$ cat src/rtl/irq_status_unit.sv
module irq_status_unit #(
  parameter int STAT_W = 16,
  parameter int DMA_W  = 10,
  parameter int CODE_W = 4
) (
  input  logic              clk,
  input  logic              rst_n,
  input  logic [STAT_W-1:0] ev_raw,
  input  logic [DMA_W-1:0]  ev_dma,
  input  logic              wr_en,
  input  logic [1:0]        wr_addr,
  input  logic [STAT_W-1:0] wr_data,
  output logic [STAT_W-1:0] raw_q,
  output logic [STAT_W-1:0] mask_q,
  output logic [DMA_W-1:0]  dma_q,
  output logic              gie_q,
  output logic [STAT_W-1:0] masked_q,
  output logic              irq,
  output logic [CODE_W-1:0] err_code
);
  localparam logic [1:0] A_RAW = 2'd0, A_MASK = 2'd1, A_DMA = 2'd2, A_CTL = 2'd3;

  localparam int B_RSP_ERR = 1,  B_RSP_CRC = 2,  B_DAT_CRC = 4,  B_RSP_TO = 5;
  localparam int B_DAT_TO  = 6,  B_STARVE  = 7,  B_FIFO    = 8,  B_BUSY   = 9;
  localparam int B_DSTART  = 10, B_DEND    = 11;
  localparam int D_FATAL   = 2,  D_NODESC  = 4;

  logic [STAT_W-1:0] raw_clr;
  logic [DMA_W-1:0]  dma_clr;

  assign raw_clr = (wr_en && wr_addr == A_RAW) ? wr_data : '0;
  assign dma_clr = (wr_en && wr_addr == A_DMA) ? wr_data[DMA_W-1:0] : '0;

  always_ff @(posedge clk) begin
    if (!rst_n) begin
      raw_q  <= '0;
      mask_q <= '0;
      dma_q  <= '0;
      gie_q  <= 1'b0;
    end else begin
      raw_q <= (raw_q & ~raw_clr) | ev_raw;
      dma_q <= (dma_q & ~dma_clr) | ev_dma;
      if (wr_en && wr_addr == A_MASK) mask_q <= wr_data;
      if (wr_en && wr_addr == A_CTL)  gie_q  <= wr_data[0];
    end
  end

  assign masked_q = raw_q & mask_q;
  assign irq      = gie_q & (|masked_q);

  always_comb begin
    if      (masked_q[B_STARVE])                   err_code = CODE_W'(1);
    else if (masked_q[B_FIFO])                     err_code = CODE_W'(2);
    else if (masked_q[B_BUSY])                     err_code = CODE_W'(3);
    else if (masked_q[B_RSP_TO])                   err_code = CODE_W'(4);
    else if (masked_q[B_RSP_CRC])                  err_code = CODE_W'(5);
    else if (masked_q[B_RSP_ERR])                  err_code = CODE_W'(6);
    else if (masked_q[B_DAT_TO])                   err_code = CODE_W'(7);
    else if (masked_q[B_DAT_CRC])                  err_code = CODE_W'(8);
    else if (masked_q[B_DSTART])                   err_code = CODE_W'(9);
    else if (masked_q[B_DEND])                     err_code = CODE_W'(10);
    else if (dma_q[D_FATAL] || dma_q[D_NODESC])    err_code = CODE_W'(11);
    else                                           err_code = '0;
  end
endmodule

$ cat config.mk
export PLATFORM = sky130hd
export DESIGN_NAME = irq_status_unit
export DESIGN_NICKNAME = d
export VERILOG_FILES = /design/src/rtl/irq_status_unit.sv
export SDC_FILE = /design/constraint.sdc
export NUM_CORES = 1
export LEC_CHECK = 0
export BUFFER_PORTS_ARGS = -buffer_cell sky130_fd_sc_hd__buf_2
export CORE_ASPECT_RATIO = 1.2
export CORE_MARGIN = 4
export CORE_UTILIZATION = 43
export DETAILED_ROUTE_END_ITERATION = 8
export PLACE_DENSITY = 0.8
export SKIP_LAST_GASP = 1
export SLEW_MARGIN = 10
export SYNTH_ARGS = -nofsm -noshare
export SYNTH_HDL_FRONTEND = slang
export SYNTH_SLANG_ARGS = --single-unit
$ cat constraint.sdc
create_clock -name clk -period 1.8 [get_ports clk]
set_input_delay 0.18 -clock clk [delete_from_list [all_inputs] [get_ports clk]]
set_output_delay 0.18 -clock clk [all_outputs]
set_load 0.005 [all_outputs]
==> results of run 1 <==
-- worst max-delay path, stage by stage, from the launching register on --
cell and delay, ns:
dfxtp_2 0.32, and2_4 0.15, or2_0 0.21, or4_4 0.48
o41a_1 0.32, buf_2 0.13
-- what timing repair did --
item                                    in CTS  in global routing
endpoints found under the setup margin       1                  2
resized for setup                            1                  2
buffers inserted                             0                  0
cloned                                       0                  0
-- cells in the mapped netlist --
master and count:
o21ai_0 1, and2_4 1, nor4_1 1, or4_1 1, and2_0 2, or2_1 1, nor3b_2 1, a22oi_1 1
mux2i_1 1, and3b_1 1, a31oi_1 1, a21boi_1 10, a41oi_1 2, inv_1 8, nor2b_1 27, and3_1 1
or2_0 2, a21boi_0 6, a21oi_1 29, o31ai_1 1, clkbuf_1 10, a22o_1 1, o41a_1 1, and2_1 5
nand2_1 69, nand3_1 3, dfxtp_1 43, nor2_1 2
-- layout by cell type, fill, tap and decap left out, drive strengths merged --
| master | synthesis | layout |
|---|---|---|
| mux2i | 1 | 1 |
| clkbuf | 10 | 6 |
| clkinv | 0 | 1 |
| nor2b | 27 | 27 |
| o21ai | 1 | 1 |
| or4 | 1 | 1 |
| a22oi | 1 | 1 |
| a22o | 1 | 1 |
| and3 | 1 | 1 |
| or2 | 3 | 3 |
| a21oi | 29 | 29 |
| inv | 8 | 8 |
| o41a | 1 | 1 |
| and2 | 8 | 8 |
| a31oi | 1 | 1 |
| a21boi | 16 | 16 |
| nor2 | 2 | 2 |
| a41oi | 2 | 2 |
| nand3 | 3 | 3 |
| nor4 | 1 | 1 |
| o31ai | 1 | 1 |
| dfxtp | 43 | 43 |
| nand2 | 69 | 69 |
| nor3b | 1 | 1 |
| buf | 0 | 113 |
| and3b | 1 | 1 |
-- sequential cells by signal, summed over array words and instances (netlist names) --
signal and count:
mask_q 16, raw_q 16, dma_q 10, gie_q 1
-- final timing paths --
check,start,end,slack (ns)
min,ev_raw[9],raw_q[9],0.11
max,raw_q[14],irq,-0.28
min reg2reg,mask_q[13],mask_q[13],0.46
max reg2reg,raw_q[14],raw_q[14],1.07
-- routing by layer --
| layer | global-route usage | share of wire |
|---|---|---|
| met2 | 0.3525 | 0.50 |
| met1 | 0.2237 | 0.40 |
| met5 | 0 | 0 |
| met4 | 0.07505 | 0.015 |
| met3 | 0.05634 | 0.079 |
-- power groups by stage --
stage | Combinational, W | Clock (W) | Sequential [W]
finish | 0.000281 | 0.000608 | 0.00105
detailed placement | 0.000283 | 0 | 0.00107
floorplan | 0.000119 | 0 | 0.00107
global placement | 0.000280 | 0 | 0.00106
global route | 0.000316 | 0.000667 | 0.00105
CTS | 0.000285 | 0.000623 | 0.00104
-- per-stage QoR --
| step | instance area (um^2) | util | hold slack (ns) | worst slack, ns | std cells |
|---|---|---|---|---|---|
| 2_1_floorplan | 1831 | - | 0.3148 | 0.1801 | 232 |
| 3_3_place_gp | 2434 | 0.6031 | 0.4027 | 0.02318 | 389 |
| 3_5_place_dp | 2434 | 0.6031 | 0.4108 | 0.01893 | 389 |
| 4_1_cts | 2525 | 0.6257 | 0.1043 | -0.2923 | 396 |
| 6_report | 2531 | 0.6273 | 0.1059 | -0.2844 | 396 |
| 5_1_grt | 2531 | 0.6273 | 0.1053 | -0.3415 | 396 |
-- final cells by class --
| class | instances | area (um^2) |
|---|---|---|
| clock buffers | 6 | 82.58 |
| repair buffers | 113 | 573.1 |
| clock inverters | 1 | 5.005 |
| inverters | 8 | 30.03 |
| multi-input cells | 171 | 910.9 |
| well taps | 54 | 67.56 |
| fillers | 391 | 1504 |
| flip-flops and latches | 43 | 862.1 |
-- cells by family (layout without fill, tap and decap cells) --
family / Yosys count / after routing / synth area share
mux: 1 / 1 / 0.005468
simple gates: 117 / 117 / 0.3076
flops: 43 / 43 / 0.4703
compound gates: 53 / 53 / 0.1798
buf+inv: 18 / 128 / 0.03691
==> flow_metrics.tcl, run 1 <==
set metrics [dict create \
    outcome "finished, violations left" \
    violations "negative setup slack" \
    synthDistinctLibCells 28 \
    drv_slew 0 \
    cts_inserted_buffers 5 \
    syn_avg_cell_area_um2 7.890 \
    p_seq_frac 0.540 \
    critPathKind "reg -> out" \
    syn-cell-area_um2 1831 \
    p_comb_frac 0.145 \
    grt_overflow 0 \
    period_share 1.158 \
    synth_seq_cells 43 \
    hold_path.class "in -> reg" \
    clkTransAtPathRegs_ns 0.08 \
    htreeDepth 2 \
    vias_per_cell 4.778 \
    grt_pass1_wl_um 8148 \
    critical_path_peak_fanout 2 \
    cellPowerDensity_nw_per_um2 764.2 \
    cts_tree "yes" \
    ir_drop_mv 0.4192 \
    io_pins 111 \
    place.gp.congestion 0.7794 \
    routedWlPerCell_um 13.11 \
    worstSetupStartpointType "flop" \
    timing.fmax_mhz 479.8 \
    cp.arrival_ns 1.90 \
    worstHoldPathCells 3 \
    clkSinkCount 43 \
    chipWidth_um 67.56 \
    antenna_found_initial 0 \
    drive_gt1_frac 0.3655 \
    drtIter0Drc 54 \
    grt_pass1_vias 1791 \
    hold_buffers 0 \
    clock_skew_ns 0 \
    yosysWarnings 0 \
    yosysTopAreaCell "dfxtp_1" \
    syn_inst 232 \
    setup_viol 1 \
    fin_tns_setup_ns -0.2844 \
    cap_violations 0 \
    gr-usage-all-layers 0.2007 \
    r2r_cells 3 \
    total_power_w 0.001934 \
    num_vias 1892 \
    finalCriticalPeriod_ns 2.084 \
    synthTopCellsByArea "dfxtp_1 47%, nand2_1 14%, nor2b_1 9.2%" \
    synth_top_area_frac 0.4703 \
    p_switching_w 0.0004800 \
    switching_share 0.2481 \
    worstMarginPinSlew_ns 0.5981 \
    internal_power_w 0.001454 \
    die-area_um2 5369 \
    grt_max_degree 44 \
    wl_um 5193 \
    clock_latency_ns 0.28 \
    ant_nets 0 \
    setup_slack_ns -0.2844 \
    start_util 0.4536 \
    fp-row-count 25 \
    area_delta_synth_final_pct 38.28 \
    synthesis.nets 279 \
    end_kind "output port" \
    nNetsFinal 389 \
    dp_hpwl_um 4017 \
    yosysSeqAreaShare 0.4703 \
    rsz0062_at_grt "yes" \
    pwr-share-clk 0.315 \
    clk_path_buf_depth 2 \
    numPortBuffers 110 \
    drt-pass1-iter-count 4 \
    drcViolationCount 0 \
    slew_headroom 0.6012 \
    critical_path_required_ns 1.62 \
    n_antenna_cell 0 \
    hold_violations 0 \
    clockRootBuffer "clkbuf_8" \
    fp.dieH_um 79.47 \
    p_leak_nw 1.285 \
    core_um2 4035 \
]
Note: power is estimated with default switching activity, not from simulation.
==> run 2: changes to the inputs <==
--- a/config.mk
+++ b/config.mk
@@ -7,7 +7,7 @@
 export LEC_CHECK = 0
 export BUFFER_PORTS_ARGS = -buffer_cell sky130_fd_sc_hd__buf_2
 export CORE_ASPECT_RATIO = 1.2
-export CORE_MARGIN = 4
+export CORE_MARGIN = 3
 export CORE_UTILIZATION = 43
 export DETAILED_ROUTE_END_ITERATION = 8
 export PLACE_DENSITY = 0.8
==> run 2 against run 1 <==
Compared with the run above: the flow still finishes with violations (negative setup slack); global-route usage is 1.3 points higher; sequential power hardly changed; clock power is 11% higher; die area is 5.4% lower; worst hold slack better by 0.0023 ns; count of clock-buffer cells in the layout is 1 higher; critical path type unchanged.
==> flow_metrics.tcl, run 2 (synthesis gave the netlist of run 1 again) <==
set metrics [dict create \
    outcome "finished, violations left" \
    violations "negative setup slack" \
    antenna_found_initial 0 \
    fp-row-count 25 \
    hold_violations 0 \
    p_leak_nw 1.298 \
    clk_path_buf_depth 2 \
    period_share 1.165 \
    nNetsFinal 391 \
    place.gp.congestion 0.7805 \
    rsz0062_at_grt "yes" \
    final.fill_count 382 \
    final_common_cell "buf_2" \
    worstMarginPinSlew_ns 0.6300 \
    ant_nets 0 \
    fin_tns_setup_ns -0.2965 \
    io_pins 111 \
    drtIter0Drc 50 \
    critical_path_required_ns 1.62 \
    gr-usage-all-layers 0.2135 \
    slew_headroom 0.5800 \
    worstSetupStartpointType "flop" \
    grt_pass1_vias 1818 \
    setup_slack_ns -0.2965 \
    cp.arrival_ns 1.92 \
    routedWlPerCell_um 13.48 \
    critical_path_peak_fanout 2 \
    setup_viol 1 \
    fin_area_um2 2559 \
    die-area_um2 5079 \
    cts_tree "yes" \
    crit_buf_inv 1 \
    r2r_cells 3 \
    ir_drop_mv 0.6596 \
    cp.depth 5 \
    cellPowerDensity_nw_per_um2 785.6 \
    clkTransAtPathRegs_ns 0.08 \
    path_delay_family "simple AND/OR/NAND/NOR gates" \
    cap_violations 0 \
    drt-pass1-iter-count 4 \
    reg.largest.list "mask_q: 16 flops, raw_q: 16 flops, dma_q: 10 flops" \
    timing.fmax_mhz 477.0 \
    worstHoldPathCells 3 \
    clkSinkCount 43 \
    clock_skew_ns 0 \
    finalCriticalPeriod_ns 2.096 \
    critPathSlowestCell "or4_4" \
    area_delta_synth_final_pct 39.78 \
    pre_cts_ws_ns 0.003082 \
    total_power_w 0.002010 \
    drcViolationCount 0 \
    hold_path.class "in -> reg" \
    dp_hpwl_um 4132 \
    clockRootBuffer "clkbuf_8" \
    hold_buffers 0 \
    drive_gt1_frac 0.3710 \
    wl_um 5379 \
    drv_slew 0 \
    worst_hold_slack_ns 0.1082 \
    end_kind "output port" \
    core_um2 4035 \
    critPathKind "reg -> out" \
    num_vias 1966 \
    n_antenna_cell 0 \
    final_cell_mix "110 x buf_2, 69 x nand2_1, 41 x dfxtp_1" \
    chipWidth_um 65.56 \
    cts_inserted_buffers 5 \
    htreeDepth 2 \
    start_util 0.4536 \
    dpl_cell_area_um2 2441 \
    grt_max_degree 44 \
    crit_chain "and2_4 -> or2_0 -> or4_4 -> o41a_1 -> buf_2" \
    vias_per_cell 4.927 \
    numPortBuffers 110 \
    slowest_delay_ns 0.49 \
    clock_latency_ns 0.29 \
    fp.dieH_um 77.47 \
    grt_overflow 0 \
    grt_pass1_wl_um 8445 \
]
## run 2: worst min-delay path: cells and delay by family
family | cells | cell delay, ns
simple gates | 1 | 0.08
compound gates | 1 | 0.03
buf+inv | 1 | 0.07
## run 2: final cells by class
type                    instances  area (um^2)  area share
multi-input cells             171        905.9      0.3540
flip-flops and latches         43        863.3      0.3374
repair buffers                115        588.1      0.2298
clock buffers                   7        96.34     0.03765
well taps                      54        67.56     0.02641
inverters                       8        30.03     0.01174
clock inverters                 1        7.507    0.002934
## run 2: repair_timing
action	4_1_cts	5_1_grt
buffers inserted	0	1
resized for setup	2	1
setup endpoints to repair	1	1
## run 2: per-layer routing
metal,wire length [um],track usage,vias to the layer above
li1,-,-,982
met1,2148,0.2407,906
met2,2779,0.3698,70
met3,366,0.06368,8
met4,84,0.08506,0
met5,0,0,-
## run 2: metrics by stage
step,utilization,cells
after floorplan,-,232
after global placement,0.6050,390
after detailed placement,0.6050,390
after CTS,0.6319,398
after global routing,0.6341,399
final,0.6341,399
## run 2: worst paths after layout
kind	startpoint	to	slack [ns]
worst min-delay path	ev_dma[6]	dma_q[6]	0.11
worst min register to register	mask_q[13]	mask_q[13]	0.46
worst max-delay path	raw_q[14]	irq	-0.30
worst max register to register	raw_q[14]	raw_q[14]	1.08
## run 2: power breakdown
group | leakage, nW | total (W) | internal, W | switching, W
sequential | 0.357 | 0.00105 | 0.00101 | 0.0000394
combinational | 0.891 | 0.000288 | 0.000150 | 0.000139
clock | 0.0505 | 0.000676 | 0.000349 | 0.000327
==> run 3: changes to the inputs <==
--- a/config.mk
+++ b/config.mk
@@ -8,9 +8,10 @@
 export BUFFER_PORTS_ARGS = -buffer_cell sky130_fd_sc_hd__buf_2
 export CORE_ASPECT_RATIO = 1.2
 export CORE_MARGIN = 3
-export CORE_UTILIZATION = 43
+export CORE_UTILIZATION = 44
+export CTS_BUF_LIST = sky130_fd_sc_hd__clkbuf_8
 export DETAILED_ROUTE_END_ITERATION = 8
-export PLACE_DENSITY = 0.8
+export PLACE_DENSITY = 0.81
 export SKIP_LAST_GASP = 1
 export SLEW_MARGIN = 10
 export SYNTH_ARGS = -nofsm -noshare
==> run 3 against run 2 <==
Compared with the run above: the run still ends with negative setup slack left; sequential power about the same; non-clock buffer count decreased by 2; core utilization grew 0.18 points; wire length fell by 4.0%; clock power fell by 12%; die area down 2.1%; setup slack better by 0.036 ns; power is 4.6% lower; global-route usage barely moved; fmax rose by 1.8%; combinational power shrank 3%; largest cell class unchanged; highest routed layer unchanged.
==> flow_metrics.tcl, run 3 (synthesis gave the netlist of run 1 again) <==
set metrics [dict create \
    finalCriticalPeriod_ns 2.060 \
    crit_chain "and2_4 -> or2_0 -> or4_1 -> o41a_1 -> buf_2" \
    ant_nets 0 \
    clkTransAtPathRegs_ns 0.09 \
    slowest_delay_ns 0.47 \
    end_kind "output port" \
    drive_gt1_frac 0.3644 \
    grt_max_degree 44 \
    reg.largest.list "mask_q: 16 flops, raw_q: 16 flops, dma_q: 10 flops" \
    start_util 0.4608 \
    drtIter0Drc 67 \
    gr-usage-all-layers 0.2132 \
    nNetsFinal 389 \
    wl_um 5162 \
    cts_inserted_buffers 5 \
    clkSinkCount 43 \
    grt_pass1_wl_um 8355 \
    path_delay_family "simple AND/OR/NAND/NOR gates" \
    final.fill_count 388 \
    period_share 1.145 \
    multiInputGateArea_um2 907.1 \
    worstSetupStartpointType "flop" \
    p_leak_nw 1.284 \
    critPathKind "reg -> out" \
    fp-row-count 25 \
    fp.dieH_um 76.66 \
    area_delta_synth_final_pct 38.00 \
    met1Wirelength_um 2090 \
    n_antenna_cell 0 \
    seqCellArea_um2 863.3 \
    dp_hpwl_um 3931 \
    routedWlPerCell_um 13.00 \
    antenna_found_initial 0 \
    grt_pass1_vias 1793 \
    chipWidth_um 64.88 \
    htreeDepth 2 \
    clockRootBuffer "clkbuf_8" \
    outcome "finished, violations left" \
    clock_latency_ns 0.28 \
    grt_overflow 0 \
    cts_tree "yes" \
    final_cell_mix "110 x buf_2, 69 x nand2_1, 41 x dfxtp_1" \
    drv_slew 0 \
    total_power_w 0.001917 \
    slew_headroom 0.5775 \
    met2_length_um 2581 \
    cellPowerDensity_nw_per_um2 759.0 \
    worstMarginPinSlew_ns 0.6338 \
    setup_viol 1 \
    violations "negative setup slack" \
    critical_path_required_ns 1.62 \
    final_common_cell "buf_2" \
    hold_violations 0 \
    clk_path_buf_depth 2 \
    hold_path.class "in -> reg" \
    setup_slack_ns -0.2601 \
    highest_layer "met4" \
    rsz0062_at_grt "yes" \
    met3_length_um 385 \
    cap_violations 0 \
    timing.fmax_mhz 485.4 \
    fin_tns_setup_ns -0.2601 \
    hold_buffers 0 \
    drt-pass1-iter-count 4 \
    vias_per_cell 4.798 \
    core_um2 3973 \
    drcViolationCount 0 \
    clock_skew_ns 0 \
    critPathSlowestCell "or4_1" \
    place.gp.congestion 0.7818 \
    critical_path_peak_fanout 2 \
    ir_drop_mv 0.4957 \
    die-area_um2 4973 \
    num_vias 1905 \
    cp.arrival_ns 1.88 \
    numPortBuffers 110 \
    crit_buf_inv 1 \
    io_pins 111 \
]
run 3: changes by cell type in the layout (fill, tap and decap cells not counted):
| cell | before | now |
|---|---|---|
| a22oi_2 | 0 | 1 |
| buf_4 | 5 | 3 |
| inv_1 | 8 | 9 |
| clkbuf_8 | 7 | 5 |
| or4_4 | 1 | 0 |
| clkinv_2 | 0 | 1 |
| or4_1 | 0 | 1 |
| a22oi_1 | 1 | 0 |
run 3: final cells by class:
class / instances / share of cell area
timing repair buffer: 113 / 0.2268
sequential: 43 / 0.3418
inverter: 8 / 0.01189
clock inverter: 3 / 0.006439
tap: 54 / 0.02675
clock buffer: 5 / 0.02724
multi-input combinational: 171 / 0.3591
run 3: worst min-delay path: cells and delay by family:
kind | cells | cell delay [ns]
AO/OA/AOI/OAI | 1 | 0.03
buffers and inverters | 1 | 0.07
AND/OR/NAND/NOR | 1 | 0.09
run 3: path summary, 6_finish.rpt:
path              from   endpoint  slack [ns]  cells after the start
max          raw_q[14]        irq       -0.26                      5
min          ev_raw[8]   raw_q[8]        0.11                      3
max reg2reg  raw_q[14]  raw_q[14]        1.08                      3
min reg2reg  mask_q[7]  mask_q[7]        0.46                      2
run 3: layer usage:
layer / global-route usage / up-vias
met5: 0 / -
met4: 0.07611 / 0
met3: 0.06881 / 8
met2: 0.3623 / 65
met1: 0.2468 / 849
li1: - / 983
run 3: repair_timing:
| action | 4_1_cts | 5_1_grt |
|---|---|---|
| setup endpoints to repair | 1 | 2 |
| endpoints found under the hold margin | 0 | 0 |
| setup buffers | 1 | 0 |
| resized for setup | 1 | 2 |
run 3: through the flow:
step                hold WS [ns]  cells    util  setup slack (ns)  instance area, um^2
floorplan                 0.3148    232       -            0.1801                 1831
global placement          0.4033    388  0.6107           0.05636                 2426
detailed placement        0.4107    388  0.6107           0.04037                 2426
CTS                       0.1074    397  0.6343           -0.2687                 2520
global route              0.1037    397  0.6359           -0.3356                 2526
finish                    0.1139    397  0.6359           -0.2601                 2526
run 3: power by group:
group / internal [W] / switching, W / leakage [nW]
Sequential: 0.00101 / 0.0000387 / 0.357
Combinational: 0.000146 / 0.000135 / 0.882
Clock: 0.000266 / 0.000326 / 0.0453
